$ cat config.mk
export PLATFORM = sky130hd
export DESIGN_NAME = tt_alu
export DESIGN_NICKNAME = d
export VERILOG_FILES = /design/src/rtl/tt_alu_pkg.sv /design/src/rtl/tt_pk_stage.sv /design/src/rtl/tt_carry_chain.sv /design/src/rtl/tt_result_gen.sv /design/src/rtl/tt_flag_gen.sv /design/src/rtl/tt_alu.sv
export SDC_FILE = /design/constraint.sdc
export NUM_CORES = 1
export LEC_CHECK = 0
export BUFFER_PORTS_ARGS = -buffer_cell sky130_fd_sc_hd__clkbuf_2
export CAP_MARGIN = 10
export CORE_UTILIZATION = 30
export DETAILED_ROUTE_END_ITERATION = 8
export GPL_ROUTABILITY_DRIVEN = 0
export PLACE_DENSITY = 0.65
export SYNTH_ARGS = -nofsm -noshare
export SYNTH_HDL_FRONTEND = slang
export SYNTH_SLANG_ARGS = --single-unit
export TNS_END_PERCENT = 5
$ cat constraint.sdc
create_clock -name vclk -period 2.9
set_input_delay 0.58 -clock vclk [all_inputs]
set_output_delay 0.58 -clock vclk [all_outputs]
set_load 0.02 [all_outputs]
$ cat src/rtl/tt_alu_pkg.sv
package tt_alu_pkg;
  localparam int TT_BITS = 4;

  typedef logic [TT_BITS-1:0] tt_word_t;

  // Select one entry of a 4-entry truth table by a two-bit index
  function automatic logic tt_lookup(input tt_word_t tt, input logic sel_hi,
                                     input logic sel_lo);
    return tt[{sel_hi, sel_lo}];
  endfunction
endpackage

$ cat src/rtl/tt_pk_stage.sv
module tt_pk_stage
  import tt_alu_pkg::*;
#(
  parameter int WIDTH = 8
) (
  input  logic [WIDTH-1:0] op_a,
  input  logic [WIDTH-1:0] op_b,
  input  tt_word_t         prop_tt,
  input  tt_word_t         kill_tt,
  output logic [WIDTH-1:0] prop,
  output logic [WIDTH-1:0] kill
);
  for (genvar i = 0; i < WIDTH; i++) begin : g_bit
    assign prop[i] = tt_lookup(prop_tt, op_a[i], op_b[i]);
    assign kill[i] = tt_lookup(kill_tt, op_a[i], op_b[i]);
  end
endmodule

$ cat src/rtl/tt_carry_chain.sv
module tt_carry_chain #(
  parameter int WIDTH = 8
) (
  input  logic [WIDTH-1:0] prop,
  input  logic [WIDTH-1:0] kill,
  input  logic             carry_in,
  output logic [WIDTH-1:0] carry_vec,
  output logic             carry_out
);
  always_comb begin
    logic c;
    c = carry_in;
    for (int i = 0; i < WIDTH; i++) begin
      carry_vec[i] = c;
      if (kill[i])      c = 1'b0;
      else if (!prop[i]) c = 1'b1;
    end
    carry_out = c;
  end
endmodule

$ cat src/rtl/tt_result_gen.sv
module tt_result_gen
  import tt_alu_pkg::*;
#(
  parameter int WIDTH = 8
) (
  input  logic [WIDTH-1:0] prop,
  input  logic [WIDTH-1:0] carry_vec,
  input  tt_word_t         res_tt,
  output logic [WIDTH-1:0] result
);
  for (genvar i = 0; i < WIDTH; i++) begin : g_bit
    assign result[i] = tt_lookup(res_tt, prop[i], carry_vec[i]);
  end
endmodule

$ cat src/rtl/tt_flag_gen.sv
module tt_flag_gen #(
  parameter int WIDTH = 8
) (
  input  logic [WIDTH-1:0] result,
  output logic             neg_flag,
  output logic             zero_flag
);
  localparam int MSB = WIDTH - 1;

  assign neg_flag  = result[MSB];
  assign zero_flag = ~|result;
endmodule

$ cat src/rtl/tt_alu.sv
module tt_alu
  import tt_alu_pkg::*;
#(
  parameter int WIDTH = 8
) (
  input  logic [WIDTH-1:0] op_a,
  input  logic [WIDTH-1:0] op_b,
  input  logic             carry_in,
  input  logic [3:0]       prop_tt,
  input  logic [3:0]       kill_tt,
  input  logic [3:0]       res_tt,
  output logic [WIDTH-1:0] result,
  output logic             carry_out,
  output logic             neg_flag,
  output logic             zero_flag
);
  logic [WIDTH-1:0] prop_w;
  logic [WIDTH-1:0] kill_w;
  logic [WIDTH-1:0] carry_w;

  tt_pk_stage #(.WIDTH(WIDTH)) u_pk (
    .op_a    (op_a),
    .op_b    (op_b),
    .prop_tt (prop_tt),
    .kill_tt (kill_tt),
    .prop    (prop_w),
    .kill    (kill_w)
  );

  tt_carry_chain #(.WIDTH(WIDTH)) u_chain (
    .prop      (prop_w),
    .kill      (kill_w),
    .carry_in  (carry_in),
    .carry_vec (carry_w),
    .carry_out (carry_out)
  );

  tt_result_gen #(.WIDTH(WIDTH)) u_res (
    .prop      (prop_w),
    .carry_vec (carry_w),
    .res_tt    (res_tt),
    .result    (result)
  );

  tt_flag_gen #(.WIDTH(WIDTH)) u_flags (
    .result    (result),
    .neg_flag  (neg_flag),
    .zero_flag (zero_flag)
  );
endmodule

Word-level counts from Yosys, hierarchy flattened
Cells that the tools add are included.
{ "op_classes": {"muxes": 64, "magnitude_cmp": 16, "n_reduce_logical": 2} }
{ "op_table": {"columns": ["operator", "count"], "rows": [
  ["$bmux 1 s2", 24],
  ["$lt 2x3->1 const B", 16],
  ["$mux 1", 40],
  ["$reduce_or 8->1", 1],
  ["$logic_not 1->1", 1]
]} }
{ "word_totals": {"ff_bits": 0, "input_bits": 29, "out_inout_bits": 11, "elab_cells": 82} }

Depth between registers and ports, before layout
Gate-level depths: netlist of the first run.
{ "logic_depth": {"ltp_word": 20, "mapped_depth": 7, "mapped_depth_nobuf": 7} }

Modules after synthesis
From an unflattened synthesis of the first run, not the netlist that was laid out.
{ "unflattened": {"hier_cells": 49, "hier_area_um2": 755.7} }
{ "by_module_without_submodules": {"columns": ["module", "n_inst", "seq_area_each_um2", "area_per_inst_um2", "cells_each"], "rows": [
  ["tt_pk_stage", 1, 0.0, 420.4, 16],
  ["tt_result_gen", 1, 0.0, 180.2, 8],
  ["tt_carry_chain", 1, 0.0, 128.9, 21],
  ["tt_flag_gen", 1, 0.0, 26.3, 4]
]} }

Least setup slack after synthesis of the first run
No wires, ideal clock.
{ "synth_timing": {"kind": "in2out", "startpoint": "input op_b[2]", "endpoint": "output zero_flag", "path_buffers": 0, "t_required_ns": 2.320, "slack_ns": -0.518, "arrival_ns": 2.838, "path_stages": 7, "path_cell_list": "mux4_1 a21o_1 a21o_4 mux4_2 nor4_2 nand2b_1 nor4_2"} }
{ "synth_between": {"word_cells_on_any_way": 28, "classes_between": "mux (26); reduce/logical (2)"} }
{ "synth_lines": {"columns": ["item", "line", "text"], "rows": [
  ["start, declared", "tt_alu.sv:7", "input logic [WIDTH-1:0] op_b,"],
  ["$bmux 1 s2", "tt_alu_pkg.sv:9", "return tt[{sel_hi, sel_lo}];"],
  ["$mux 1 (implied by the code)", "tt_alu_pkg.sv:9", null],
  ["$mux 1", "tt_carry_chain.sv:16", "else if (!prop[i]) c = 1'b1;"],
  ["$mux 1 *", "tt_carry_chain.sv:15", "if (kill[i]) c = 1'b0;"],
  ["$bmux 1 s2 *", "tt_alu_pkg.sv:9", null],
  ["$mux 1 (implied by the code) *", "tt_alu_pkg.sv:9", null],
  ["net result[3]", "tt_alu.sv:12", "output logic [WIDTH-1:0] result,"],
  ["$reduce_or 8->1 *", "tt_flag_gen.sv:11", "assign zero_flag = ~|result;"],
  ["$logic_not 1->1 *", "tt_flag_gen.sv:11", null],
  ["end, declared", "tt_alu.sv:15", "output logic zero_flag"]
]} }
The timed path passes the listed nets; every way through them passes the cells marked *. The select of a mux whose other input is x is not followed.

Worst setup path in the final report of the first run
{ "layout_timing": {"startpoint": "input prop_tt[3]", "endpoint": "output zero_flag"} }
{ "layout_between": {"elab_chain_cells": 20, "word_cells_on_any_way": 48, "classes_between": "mux (46); reduce/logical (2)"} }
{ "layout_lines": {"columns": ["item", "line", "text"], "rows": [
  ["start, declared", "tt_alu.sv:9", "input logic [3:0] prop_tt,"],
  ["$bmux 1 s2", "tt_alu_pkg.sv:9", null],
  ["$mux 1 (implied by the code)", "tt_alu_pkg.sv:9", null],
  ["$mux 1", "tt_carry_chain.sv:16", null],
  ["$mux 1", "tt_carry_chain.sv:15", null],
  ["$mux 1", "tt_carry_chain.sv:16", null],
  ["$mux 1", "tt_carry_chain.sv:15", null],
  ["$mux 1", "tt_carry_chain.sv:16", null],
  ["$mux 1", "tt_carry_chain.sv:15", null],
  ["[4 not listed]", null, null],
  ["$mux 1", "tt_carry_chain.sv:16", null],
  ["$mux 1", "tt_carry_chain.sv:15", null],
  ["$mux 1", "tt_carry_chain.sv:16", null],
  ["$mux 1", "tt_carry_chain.sv:15", null],
  ["$bmux 1 s2", "tt_alu_pkg.sv:9", null],
  ["$mux 1 (implied by the code)", "tt_alu_pkg.sv:9", null],
  ["$reduce_or 8->1 *", "tt_flag_gen.sv:11", null],
  ["$logic_not 1->1 *", "tt_flag_gen.sv:11", null]
]} }
Every way passes the cells marked *; elsewhere a longest branch is shown, timed or not. The select of a mux whose other input is x is not followed.

==> results of run 1 <==
-- final cells by class --
cell class,instances,area [sq um]
fillers,243,1260
multi-input cells,68,833
well taps,30,37.5
inverters,3,11.3
repair buffers,66,428
-- kinds of logic (layout without fill, tap and decap cells) --
| group | count (synthesis) | count (layout) | share of synthesized area |
|---|---|---|---|
| multiplexers | 28 | 28 | 0.660 |
| buffers and inverters | 5 | 69 | 0.0267 |
| AND/OR/NAND/NOR | 20 | 20 | 0.131 |
| AO/OA/AOI/OAI | 20 | 20 | 0.182 |
-- worst max-delay path by stage --
stage	from	to	slack, ns	cells after the start
after floorplan	op_b[0]	zero_flag	-0.34	7
after global placement	op_b[0]	zero_flag	-0.47	9
after detailed placement	op_b[0]	zero_flag	-0.48	9
after CTS	op_b[0]	zero_flag	-0.49	9
after global routing	prop_tt[3]	zero_flag	-0.50	9
final	prop_tt[3]	zero_flag	-0.40	9
-- layout by cell type (no fill, tap or decap), types with 3 or more instances in the layout --
master / n
clkbuf_2: 33
buf_6: 4
a21o_1: 3
mux2i_1: 7
buf_4: 29
a21oi_2: 4
a21oi_1: 4
mux4_1: 5
inv_1: 3
nor2_1: 7
mux4_2: 15
nand2_1: 5
-- what timing repair did --
| action | 4_1_cts | 5_1_grt |
|---|---|---|
| gates resized for setup | 2 | 17 |
| setup endpoints to repair | 7 | 8 |
| pin swaps | 0 | 2 |
-- synth_stat cells, types with 2 or more instances --
master / count / area, sq um
a21oi_1: 6 / 30.0
inv_1: 3 / 11.3
a21o_1: 3 / 22.5
mux4_1: 7 / 184
mux2i_1: 8 / 80.1
nor2_1: 7 / 26.3
mux4_2: 13 / 293
nand2_1: 5 / 18.8
a21oi_2: 2 / 17.5
nor4_2: 2 / 25.0
-- worst max-delay path, delay by kind of cell --
| family | cells | cell delay [ns] |
|---|---|---|
| muxes | 2 | 0.92 |
| buffers and inverters | 2 | 0.28 |
| AOI/OAI and AO/OA | 2 | 0.45 |
| and+or+nand+nor | 3 | 0.49 |
-- per-layer routing --
metal,vias up,GRT usage,wire (um)
met1,438,0.200,928
met2,31,0.327,1250
met3,4,0.0164,120
met5,-,0,0
li1,451,-,-
met4,0,0.0208,26
-- power breakdown --
part	leakage (nW)	internal, W	switching [W]	total (W)
clock	0	0	0	0
combinational	0.609	0.000175	0.000154	0.000329
sequential	0	0	0	0
-- stage by stage --
stage | utilization | total power, W | TNS, ns
2_1_floorplan | - | 0.000185 | -0.539
3_3_place_gp | 0.493 | 0.000307 | -1.72
3_5_place_dp | 0.493 | 0.000313 | -1.83
4_1_cts | 0.496 | 0.000318 | -1.74
5_1_grt | 0.510 | 0.000355 | -1.83
6_report | 0.510 | 0.000329 | -1.29
==> flow_metrics.py, run 1 <==
metrics = {
    "status": {
        "outcome": "finished, violations left",
        "violations": "setup timing",
    },
    "sta": {
        "timing.final.crit_period_ns": 3.30,
        "rsz0062_at_grt": "yes",
        "timing.final.max_slew_violations": 0,
        "post-route-worst-setup-slack_ns": -0.401,
        "hold_viol_final": 0,
        "finalCritPeriodShare": 1.14,
        "max_freq_mhz": 303,
        "timing.slew.headroom": 0.829,
        "tightest_slew_ns": 0.251,
        "fin_hold_ws_ns": 1.61,
        "setup_viol": 6,
    },
    "synthesis": {
        "synth-warning-count": 0,
        "count_of_mapped_cells_out_of_synthesis": 73,
        "post_synthesis_sequential_area_ratio": 0,
        "syn-num-nets": 102,
        "synth_area_per_cell_sq_um": 11.6,
        "netlist-cell-type-count": 27,
        "netlist_area_sq_um": 843,
    },
    "drt": {
        "post-route-drc-count": 0,
        "drtPass1Iterations": 4,
        "route.detailed.vias_per_inst": 5.53,
        "totalWireLength_um": 2330,
        "drt_first_iter_violations": 13,
        "antenna_violation_net_count_after_detailed_routing": 0,
        "route.vias.total": 924,
        "routedWlPerCell_um": 13.9,
    },
    "place": {
        "dp_worst_setup_slack_ns": -0.485,
        "placed_cells": 167,
        "hpwlAfterDp_um": 2020,
        "place.port_buffers": 40,
        "dpl_cell_area_sq_um": 1270,
    },
    "cells_and_area": {
        "final-seq-area_sq_um": 0,
        "stdcell_count": 167,
        "drive_above_1_share": 0.672,
        "seq_cell_count": 0,
        "num-clock-buffers": 0,
        "stdcell_area_sq_um": 1310,
        "num-nets-final": 168,
        "antenna-diode-count": 0,
        "layout-area-overhead-vs-synth_pct": 55.3,
    },
    "worst_setup_path": {
        "cp.arrival_ns": 2.72,
        "critPathMaxStageDelay_ns": 0.48,
        "critical_path_peak_fanout": 4,
        "cp_endpoint_kind": "output port",
        "startpoint_type": "primary input",
        "critical_path.slowest_cell": "mux4_2",
        "cell_breakdown_of_the_critical_path": "clkbuf_2 -> mux4_2 -> a21o_1 -> a21o_4 -> mux4_2 -> nor4_2 -> nand2b_1 -> nor4_4 -> buf_4",
        "worst-setup-path-type": "primary input to output port",
        "crit_top_cell": "mux4_2",
        "critical_path_required_ns": 2.32,
    },
    "grt": {
        "grt_antenna_before_repair": 0,
        "grt.overflow.total": 0,
        "grt_max_degree": 11,
        "grt_util_all_layers": 0.168,
        "via_count_of_the_first_global_routing_pass": 883,
        "grt_first_pass_wirelength_um": 3800,
    },
    "floorplan": {
        "initial_core_util": 0.328,
        "die_height_um": 55.0,
        "design.die.area_sq_um": 3030,
        "chipWidth_um": 55.0,
        "ios": 40,
        "core.rowCount": 18,
        "core_region_area_sq_um": 2570,
    },
    "worst_hold_path": {
        "hold_class": "primary input to output port",
        "worstHoldPathCells": 4,
        "worstHoldEndpoint": "carry_out",
        "worstHoldStart": "op_a[7]",
    },
    "flow_run": {
        "timing.max_cap.violations": 0,
    },
    "clock_network": {
        "ctsHoldBuffers": 0,
        "postCtsSetupRepairBufs": 0,
    },
    "power": {
        "total_leakage_power_nw": 0.609,
        "cellPowerDensity_nw_per_um2": 251,
        "power.ir.vdd_worst_v": 0.000113,
    },
}
Note: power is estimated with default switching activity, not from simulation.
==> inputs of run 2 (changes only) <==
--- a/config.mk
+++ b/config.mk
@@ -10,6 +10,7 @@
 export CORE_UTILIZATION = 30
 export DETAILED_ROUTE_END_ITERATION = 8
 export GPL_ROUTABILITY_DRIVEN = 0
+export MAX_ROUTING_LAYER = met4
 export PLACE_DENSITY = 0.65
 export SYNTH_ARGS = -nofsm -noshare
 export SYNTH_HDL_FRONTEND = slang
==> run 2 against run 1 <==
Net effect: the run still ends with setup timing left; total power about the same; utilization stayed put; combinational power about the same; cell count is the same; critical endpoint unchanged.
==> flow_metrics.py, run 2 (synthesis results as in run 1) <==
metrics = {
    "status": {
        "outcome": "finished, violations left",
        "violations": "setup timing",
    },
    "grt": {
        "grt_util_all_layers": 0.173,
        "grt.overflow.total": 0,
        "grt_max_degree": 11,
        "via_count_of_the_first_global_routing_pass": 883,
        "grt_first_pass_wirelength_um": 3800,
        "grt_antenna_before_repair": 0,
    },
    "place": {
        "dp_worst_setup_slack_ns": -0.485,
        "hpwlAfterDp_um": 2020,
        "place.port_buffers": 40,
        "placed_cells": 167,
    },
    "sta": {
        "timing.final.crit_period_ns": 3.30,
        "max_freq_mhz": 303,
        "fin_hold_ws_ns": 1.61,
        "timing.slew.headroom": 0.829,
        "finalCritPeriodShare": 1.14,
        "timing.final.max_slew_violations": 0,
        "tightest_slew_ns": 0.251,
        "rsz0062_at_grt": "yes",
        "hold_viol_final": 0,
        "setup_viol": 6,
        "post-route-worst-setup-slack_ns": -0.401,
    },
    "drt": {
        "routedWlPerCell_um": 13.9,
        "antenna_violation_net_count_after_detailed_routing": 0,
        "totalWireLength_um": 2320,
        "post-route-drc-count": 0,
        "drtPass1Iterations": 4,
        "drt_first_iter_violations": 11,
        "route.vias.total": 923,
        "route.detailed.vias_per_inst": 5.53,
    },
    "floorplan": {
        "design.die.area_sq_um": 3030,
        "ios": 40,
        "core.rowCount": 18,
        "die_height_um": 55.0,
        "initial_core_util": 0.328,
        "core_region_area_sq_um": 2570,
        "chipWidth_um": 55.0,
    },
    "cells_and_area": {
        "num-nets-final": 168,
        "num-clock-buffers": 0,
        "antenna-diode-count": 0,
        "layout-area-overhead-vs-synth_pct": 55.3,
        "layout_common_cells": "33 x clkbuf_2, 29 x buf_4, 15 x mux4_2, 7 x nor2_1, 7 x mux2i_1",
        "stdcell_count": 167,
        "seq_cell_count": 0,
        "drive_above_1_share": 0.672,
        "final-seq-area_sq_um": 0,
        "final_common_cell": "clkbuf_2",
    },
    "worst_setup_path": {
        "critical_path.slowest_cell": "mux4_2",
        "cp.arrival_ns": 2.72,
        "crit_top_cell": "mux4_2",
        "critical_path_peak_fanout": 4,
        "critical_path_required_ns": 2.32,
        "startpoint_type": "primary input",
        "critPathMaxStageDelay_ns": 0.48,
        "cp_endpoint_kind": "output port",
        "cell_breakdown_of_the_critical_path": "clkbuf_2 -> mux4_2 -> a21o_1 -> a21o_4 -> mux4_2 -> nor4_2 -> nand2b_1 -> nor4_4 -> buf_4",
        "worst-setup-path-type": "primary input to output port",
    },
    "power": {
        "fin_total_pwr_w": 0.000329,
        "power.ir.vdd_worst_v": 0.000113,
        "total_leakage_power_nw": 0.609,
        "cellPowerDensity_nw_per_um2": 251,
    },
    "flow_run": {
        "timing.max_cap.violations": 0,
    },
    "worst_hold_path": {
        "hold_class": "primary input to output port",
    },
    "clock_network": {
        "postCtsSetupRepairBufs": 0,
    },
}
-- run 2: layer usage --
metal	vias to the layer above	track usage	part of all wire
li1	451	-	-
met1	437	0.204	0.40
met2	31	0.327	0.54
met3	4	0.0109	0.047
met4	0	0.0208	0.011
met5	-	-	0
-- run 2: timing repair --
item / 4_1_cts / 5_1_grt
pin swaps: 0 / 2
endpoints found under the setup margin: 7 / 8
hold buffers: 0 / 0
gates resized for setup: 2 / 17
endpoints found under the hold margin: 0 / 0
-- run 2: worst max-delay path, delay by kind of cell --
family	cells	cell delay (ns)
buffers and inverters	2	0.28
and+or+nand+nor	3	0.49
muxes	2	0.92
AOI/OAI and AO/OA	2	0.45
-- run 2: final cells by class --
type,count,area (sq um)
repair buffers,66,428
multi-input cells,68,833
well taps,30,37.5
fillers,243,1260
inverters,3,11.3
-- run 2: where the power goes --
group          internal (W)  switching (W)
registers                 0              0
clock network             0              0
logic              0.000175       0.000154
-- run 2: metrics by stage --
step	area, sq um	utilization	setup TNS, ns
6_report	1310	0.510	-1.29
2_1_floorplan	845	-	-0.539
3_5_place_dp	1270	0.493	-1.83
4_1_cts	1270	0.496	-1.74
3_3_place_gp	1270	0.493	-1.72
5_1_grt	1310	0.510	-1.83
-- run 2: worst paths after layout --
kind | from | endpoint | slack (ns) | cells past startpoint
setup / recovery | prop_tt[3] | zero_flag | -0.40 | 9
hold / removal | op_a[7] | carry_out | 1.61 | 4
==> inputs of run 3 (changes only) <==
--- a/config.mk
+++ b/config.mk
@@ -7,11 +7,11 @@
 export LEC_CHECK = 0
 export BUFFER_PORTS_ARGS = -buffer_cell sky130_fd_sc_hd__clkbuf_2
 export CAP_MARGIN = 10
-export CORE_UTILIZATION = 30
+export CORE_UTILIZATION = 45
 export DETAILED_ROUTE_END_ITERATION = 8
 export GPL_ROUTABILITY_DRIVEN = 0
 export MAX_ROUTING_LAYER = met4
-export PLACE_DENSITY = 0.65
+export PLACE_DENSITY = 0.88
 export SYNTH_ARGS = -nofsm -noshare
 export SYNTH_HDL_FRONTEND = slang
 export SYNTH_SLANG_ARGS = --single-unit
==> run 3 against run 2 <==
Net effect: the run still ends with setup timing left; utilization is 30 points higher; flip-flop and latch count unchanged; cell count is 1.8% higher; largest cell class unchanged; hold slack gained 0.0082 ns; count of clock-buffer cells in the layout unchanged; sequential share of layout area did not move; worst setup slack got worse by 0.12 ns; non-clock buffer count is 8 higher; combinational power rose by 16%; maximum frequency decreased by 3.5%; critical path type unchanged.
==> flow_metrics.py, run 3 (synthesis results as in run 1) <==
metrics = {
    "status": {
        "outcome": "finished, violations left",
        "violations": "setup timing",
    },
    "floorplan": {
        "die_height_um": 45.3,
        "ios": 40,
        "initial_core_util": 0.483,
        "core.rowCount": 15,
        "design.die.area_sq_um": 2050,
        "chipWidth_um": 45.3,
        "core_region_area_sq_um": 1750,
    },
    "drt": {
        "route.vias.total": 1044,
        "drt_first_iter_violations": 23,
        "route.detailed.vias_per_inst": 6.14,
        "totalWireLength_um": 2820,
        "antenna_violation_net_count_after_detailed_routing": 0,
        "drtPass1Iterations": 4,
        "post-route-drc-count": 0,
        "routedWlPerCell_um": 16.6,
    },
    "worst_setup_path": {
        "critical_path.slowest_cell": "mux4_2",
        "cell_breakdown_of_the_critical_path": "clkbuf_2 -> mux4_2 -> a21o_4 -> buf_6 -> a21oi_4 -> o21ai_2 -> a31o_1 -> mux4_2 -> nor4_4 -> buf_4",
        "cp_endpoint_kind": "output port",
        "critical_path_required_ns": 2.32,
        "startpoint_type": "primary input",
        "critPathMaxStageDelay_ns": 0.48,
        "crit_top_cell": "mux4_2",
        "worst-setup-path-type": "primary input to output port",
        "critical_path_peak_fanout": 8,
        "cp.arrival_ns": 2.84,
    },
    "grt": {
        "grt.overflow.total": 0,
        "grt_first_pass_wirelength_um": 4170,
        "via_count_of_the_first_global_routing_pass": 922,
        "grt_util_all_layers": 0.278,
        "grt_antenna_before_repair": 0,
        "grt_max_degree": 11,
    },
    "power": {
        "cellPowerDensity_nw_per_um2": 269,
        "power.ir.vdd_worst_v": 0.000149,
        "total_leakage_power_nw": 0.657,
        "fin_total_pwr_w": 0.000381,
    },
    "cells_and_area": {
        "layout-area-overhead-vs-synth_pct": 68.2,
        "stdcell_area_sq_um": 1420,
        "num-clock-buffers": 0,
        "antenna-diode-count": 0,
        "drive_above_1_share": 0.703,
        "num-nets-final": 176,
        "layout_common_cells": "40 x buf_4, 26 x clkbuf_2, 16 x mux4_2",
        "utilization": 0.813,
        "nFillCells": 116,
        "final_common_cell": "buf_4",
        "final-seq-area_sq_um": 0,
        "seq_cell_count": 0,
    },
    "worst_hold_path": {
        "worstHoldPathCells": 4,
        "worstHoldStart": "op_a[7]",
        "hold_class": "primary input to output port",
        "worstHoldEndpoint": "carry_out",
    },
    "clock_network": {
        "ctsHoldBuffers": 0,
    },
    "sta": {
        "post-route-worst-setup-slack_ns": -0.520,
        "hold_viol_final": 0,
        "setup_viol": 7,
        "max_freq_mhz": 292,
        "tightest_slew_ns": 0.254,
        "timing.final.crit_period_ns": 3.42,
        "fin_hold_ws_ns": 1.61,
        "finalCritPeriodShare": 1.18,
        "timing.final.max_slew_violations": 0,
        "rsz0062_at_grt": "yes",
        "timing.slew.headroom": 0.827,
    },
    "place": {
        "hpwlAfterDp_um": 2130,
        "dpl_cell_area_sq_um": 1270,
        "dp_worst_setup_slack_ns": -0.531,
        "place.port_buffers": 40,
    },
    "flow_run": {
        "timing.max_cap.violations": 0,
    },
}
[run 3: how the worst max path moves through the flow]
stage                           from        end  slack [ns]  depth (start not counted)
after global routing      kill_tt[0]  zero_flag       -0.64                          9
after global placement       op_b[0]  zero_flag       -0.45                          9
after CTS                    op_b[0]  zero_flag       -0.53                          9
after floorplan              op_b[0]  zero_flag       -0.34                          7
after detailed placement     op_b[0]  zero_flag       -0.53                          9
final                     kill_tt[0]  zero_flag       -0.52                         10
[run 3: cell type report]
| type | count | area, sq um | area share |
|---|---|---|---|
| well taps | 25 | 31.3 | 0.0220 |
| inverters | 3 | 11.3 | 0.00794 |
| multi-input cells | 68 | 852 | 0.601 |
| repair buffers | 74 | 524 | 0.369 |
[run 3: where the power goes]
part,switching [W],internal [W],leakage [nW],total [W]
Clock,0,0,0,0
Combinational,0.000172,0.000209,0.657,0.000381
Sequential,0,0,0,0
Total,0.000172,0.000209,0.657,0.000381
[run 3: metrics by stage]
stage | std cells | setup TNS [ns]
6_report | 170 | -2.28
5_1_grt | 170 | -2.77
4_1_cts | 163 | -2.03
3_5_place_dp | 163 | -2.14
3_3_place_gp | 163 | -1.75
2_1_floorplan | 73 | -0.539
[run 3: critical path, delay by kind of cell]
family / cells / cell delay, ns
multiplexers: 2 / 0.96
AND/OR/NAND/NOR: 1 / 0.21
buffers and inverters: 3 / 0.43
AO/OA/AOI/OAI: 4 / 0.66
[run 3: timing repair]
action | CTS | global route
pin swaps | 0 | 10
setup buffers | 0 | 7
endpoints found under the setup margin | 7 | 9
gates resized for setup | 2 | 39
[run 3: per-layer routing]
layer,global-route usage,part of all wire
met5,-,0
met4,0.0121,0.0035
met3,0.00400,0.048
met2,0.516,0.56
met1,0.356,0.39
